$ cat config.mk
export PLATFORM = sky130hd
export DESIGN_NAME = modrm_addr_decode
export DESIGN_NICKNAME = d
export VERILOG_FILES = /design/src/rtl/modrm_addr_decode.sv
export SDC_FILE = /design/constraint.sdc
export NUM_CORES = 1
export LEC_CHECK = 0
export ABC_AREA = 1
export BUFFER_PORTS_ARGS = -buffer_cell sky130_fd_sc_hd__buf_2
export CORE_MARGIN = 1
export CORE_UTILIZATION = 31
export CTS_BUF_LIST = sky130_fd_sc_hd__clkbuf_8
export DETAILED_ROUTE_END_ITERATION = 8
export GPL_TIMING_DRIVEN = 0
export REMOVE_ABC_BUFFERS = 1
export SYNTH_ARGS = -nofsm -noshare
export SYNTH_HDL_FRONTEND = slang
export SYNTH_SLANG_ARGS = --single-unit
$ cat constraint.sdc
create_clock -name clk -period 2 [get_ports clk]
set_clock_uncertainty 0.2 [all_clocks]
set_input_delay 0.1 -clock clk [delete_from_list [all_inputs] [get_ports clk]]
set_output_delay 0.1 -clock clk [all_outputs]
set_load 0.005 [all_outputs]
$ cat src/rtl/modrm_addr_decode.sv
module modrm_addr_decode (
  input  logic        clk,
  input  logic        rst,
  input  logic        start,
  input  logic [7:0]  modrm,
  input  logic [7:0]  sib,
  input  logic        rex_b,
  input  logic        rex_x,
  input  logic        flat16,
  input  logic        in_valid,
  input  logic [7:0]  in_data,
  output logic        in_ready,
  output logic        busy,
  output logic        done,
  output logic [1:0]  kind,
  output logic [3:0]  base_reg,
  output logic        base_vld,
  output logic [3:0]  idx_reg,
  output logic        idx_vld,
  output logic [3:0]  scale,
  output logic [31:0] disp,
  output logic [2:0]  nbytes
);

  localparam logic [1:0] K_DIR = 2'd0;
  localparam logic [1:0] K_IND = 2'd1;
  localparam logic [1:0] K_SIB = 2'd2;
  localparam logic [1:0] K_RIP = 2'd3;

  logic [1:0] md;
  logic [2:0] rm;
  logic       use_sib;
  assign md      = modrm[7:6];
  assign rm      = modrm[2:0];
  assign use_sib = (md != 2'b11) && (rm == 3'b100) && !flat16;

  logic [1:0] d_kind;
  logic [3:0] d_base, d_idx, d_scale;
  logic       d_bv, d_iv;
  logic [2:0] d_need;

  always_comb begin
    d_kind  = K_IND;
    d_base  = {rex_b, rm};
    d_bv    = 1'b1;
    d_idx   = 4'd0;
    d_iv    = 1'b0;
    d_scale = 4'd1;
    d_need  = (md == 2'b01) ? 3'd1 : (md == 2'b10) ? 3'd4 : 3'd0;
    if (md == 2'b11) begin
      d_kind = K_DIR;
    end else if (use_sib) begin
      d_kind  = K_SIB;
      d_scale = 4'd1 << sib[7:6];
      d_idx   = {rex_x, sib[5:3]};
      d_iv    = ({rex_x, sib[5:3]} != 4'b0100);
      d_base  = {rex_b, sib[2:0]};
      if (md == 2'b00 && sib[2:0] == 3'b101) begin
        d_bv   = 1'b0;
        d_base = 4'd0;
        d_need = 3'd4;
      end
    end else if (md == 2'b00 && rm == 3'b101) begin
      d_kind = K_RIP;
      d_bv   = 1'b0;
      d_base = 4'd0;
      d_need = 3'd4;
    end
  end

  logic [2:0]  cnt;
  logic [31:0] raw;

  always_ff @(posedge clk) begin
    if (rst) begin
      busy     <= 1'b0;
      done     <= 1'b0;
      cnt      <= 3'd0;
      raw      <= 32'd0;
      kind     <= K_DIR;
      base_reg <= 4'd0;
      base_vld <= 1'b0;
      idx_reg  <= 4'd0;
      idx_vld  <= 1'b0;
      scale    <= 4'd1;
      nbytes   <= 3'd0;
    end else begin
      done <= 1'b0;
      if (start && !busy) begin
        kind     <= d_kind;
        base_reg <= d_base;
        base_vld <= d_bv;
        idx_reg  <= d_idx;
        idx_vld  <= d_iv;
        scale    <= d_scale;
        nbytes   <= d_need;
        raw      <= 32'd0;
        cnt      <= 3'd0;
        if (d_need == 3'd0) done <= 1'b1;
        else                busy <= 1'b1;
      end else if (busy && in_valid) begin
        raw[{cnt[1:0], 3'b000} +: 8] <= in_data;
        cnt <= cnt + 3'd1;
        if ((cnt + 3'd1) == nbytes) begin
          busy <= 1'b0;
          done <= 1'b1;
        end
      end
    end
  end

  assign in_ready = busy;
  assign disp     = (nbytes == 3'd1) ? {{24{raw[7]}}, raw[7:0]} : raw;

endmodule

==> summary.txt <==
Global route
  – First-pass GRT wire length: 10,940 um
  – Initial antenna violation count: 0
  – Total track usage: 0.1496
  – Vias in the first global route: 2,437
  – Largest net degree at the start of global routing: 28
  – Global route total overflow: 0

Critical path
  – R2R Path Start: busy
  – Crit start category: flop
  – CP max FO: 8
  – Largest stage delay, worst path: 0.56 ns
  – CP required: 2.05 ns
  – Critical-path top delay cell: dlygate4sd3_1
  – Cell depth of the worst flop-to-flop path: 5
  – CP endpoint kind: flop
  – Worst Path Arrival: 1.88 ns
  – Worst R2R Setup Slack: 0.17 ns
  – CP Cell Sequence: inv_2 > nand2_4 > or2_2 > o221ai_1 > dlygate4sd3_1
  – Crit Path Class: reg2reg
  – R2r endpoint: scale[0]

Route
  – Via count: 2,654
  – Initial DRT Pass Iterations: 4
  – Routed WL per cell: 11.53 um
  – ANT nets after route: 0
  – Final routed DRC violation total: 0
  – Via density: 4.616
  – Final WL: 6630 um
  – 1st-iter DRT viols: 98

Worst hold path
  – Worst Hold Launch: modrm[0]
  – Worst hold path depth: 5
  – Type of the most critical hold path: in2reg
  – WHS Endpoint: base_reg[0]

Clock network
  – Clock buffer count from CTS: 5
  – Reg clk slew, reported paths: 0.10 ns
  – Clock latency on the worst-skew pair: 0.31 ns
  – Htree depth: 2
  – Root Buffer: clkbuf_8
  – CTS tree: yes
  – CTS Buffer Depth: 2
  – Clk sinks: 55

Timing
  – RSZ-0062 raised after global routing: false
  – Max Slew Vio Count: 0
  – Final Hold Slack: 0.01933 ns
  – Min Clock Period, post-route: 1.830 ns
  – Max Freq: 0.5465 GHz
  – Period utilization: 0.9149
  – Final setup fails: 0
  – Fin. Hold Viols: 0

Pwr
  – Tot Pwr: 2.128 mW
  – P per Cell Area: 607.4 nW/um^2
  – Peak supply drop: 0.3245 mV
  – Leakage power: 1.679 nW

Place
  – GP Congestion: 0.8589
  – Hpwl dp: 4783 um
  – Port Buffers: 80

Synth
  – Number of enable flip-flop cells after synthesis: 0
  – Seq cells post-synth: 55
  – Ys flop type: dfxtp_1
  – Mapped Area: 2708 sq um
  – Sequential area share after synthesis: 0.4067
  – Syn avg cell area: 7.240 sq um
  – Synth cell types: 33
  – Warnings from Yosys: 0
  – Synthesized instance count: 374
  – Ys async rst share: 0

Floorplanning
  – Core area: 8341 sq um
  – Die Span X: 95.46 um
  – Top Ports: 85
  – Initial core utilization: 0.3246
  – Die ar.: 9112 sq um
  – Die Ht: 95.46 um
  – Site row count: 33

Layout
  – Most common cell after layout, fill and taps aside: nand2_1
  – Largest Register: raw
  – Register area: 1107 sq um
  – N_diodes: 0
  – Synth-to-layout area growth: 29.39%
  – Share of layout cells above drive strength 1: 0.2532
  – Fill count: 871
  – Commonest non-fill, non-tap cells in the layout: 91 x nand2_1, 80 x buf_2, 52 x dfxtp_1
  – Largest register FFs: 32
  – Area occupied by multi-input gates: 1340 sq um
  – Fin nets: 506

Flow run
  – Max Cap Viol: 0

Outcome
  – Status: complete, no violations
[synthesized netlist by cell type, types with 3 or more instances]
master | n | share of area
inv_1 | 26 | 0.036
buf_6 | 4 | 0.017
nor2_1 | 42 | 0.058
inv_2 | 5 | 0.0069
o21ai_1 | 3 | 0.0055
nand2_4 | 4 | 0.017
nor2_4 | 3 | 0.012
buf_2 | 5 | 0.0092
nand2_1 | 92 | 0.13
a22oi_1 | 7 | 0.019
o31ai_1 | 4 | 0.011
buf_4 | 11 | 0.030
dfxtp_1 | 55 | 0.41
nand3_1 | 17 | 0.031
o21ai_0 | 38 | 0.070
a21oi_1 | 28 | 0.052
ha_1 | 6 | 0.028
[timing repair]
item                                   CTS  global route
setup buffers                            3             2
cloned                                   0             0
pin swaps                                0             1
endpoints found under the hold margin   30             0
setup endpoints to repair               42             6
resized for setup                        6             5
hold buffers                            25             0
[stage by stage]
stage | setup slack (ns) | util | cell area, sq um | TNS [ns] | std cells
2_1_floorplan | 0.1575 | - | 2547 | 0 | 352
3_3_place_gp | -0.08547 | 0.3692 | 3079 | -0.4366 | 537
3_5_place_dp | -0.1453 | 0.3692 | 3079 | -1.251 | 537
4_1_cts | 0.1123 | 0.4155 | 3466 | 0 | 573
5_1_grt | 0.02608 | 0.4200 | 3503 | 0 | 575
6_report | 0.1702 | 0.4200 | 3503 | 0 | 575
[kinds of logic (layout without fill, tap and decap cells)]
kind of cell | after synthesis | after routing | share of synthesized area
compound gates | 87 | 87 | 0.1774
simple gates | 168 | 168 | 0.2754
xor+xnor | 1 | 1 | 0.003235
buf+inv | 56 | 152 | 0.1081
flops | 55 | 55 | 0.4067
fa+ha+maj | 6 | 6 | 0.02773
other cells | 1 | 1 | 0.001385
[worst max-delay path, delay by kind of cell (launching register included)]
| family | cells | cell delay [ns] |
|---|---|---|
| AO/OA/AOI/OAI | 1 | 0.16 |
| buffers and inverters | 2 | 0.66 |
| flip-flops | 1 | 0.37 |
| AND/OR/NAND/NOR | 2 | 0.39 |
[where the power goes]
| group | total (mW) | switching, mW | internal [mW] |
|---|---|---|---|
| Clock | 0.659 | 0.375 | 0.284 |
| Sequential | 1.15 | 0.0269 | 1.12 |
| Combinational | 0.317 | 0.185 | 0.132 |
| Total | 2.13 | 0.587 | 1.54 |
[area by class of cell]
class,count,area share
Multi-Input combinational cell,263,0.3825
Tap cell,105,0.03750
Inverter,34,0.04000
Clock buffer,6,0.02357
Clock inverter,2,0.003929
Timing Repair Buffer,110,0.1964
Sequential cell,55,0.3161
[worst max path at each step]
stage / startpoint / end / slack, ns / cells past startpoint
2_1_floorplan: cnt[0] / raw[2] / 0.16 / 7
3_3_place_gp: cnt[0] / raw[2] / -0.09 / 7
3_5_place_dp: cnt[0] / raw[2] / -0.15 / 7
4_1_cts: nbytes[0] / disp[23] / 0.11 / 5
5_1_grt: busy / raw[23] / 0.03 / 6
6_report: busy / scale[0] / 0.17 / 5
[per-layer routing]
metal | wire length (um) | part of all wire | GRT usage
met3 | 389 | 0.059 | 0.02951
met1 | 3215 | 0.48 | 0.1892
met2 | 3004 | 0.45 | 0.2661
met5 | 0 | 0 | 0
met4 | 21 | 0.0032 | 0.02363
Note: power is estimated with default switching activity, not from simulation.
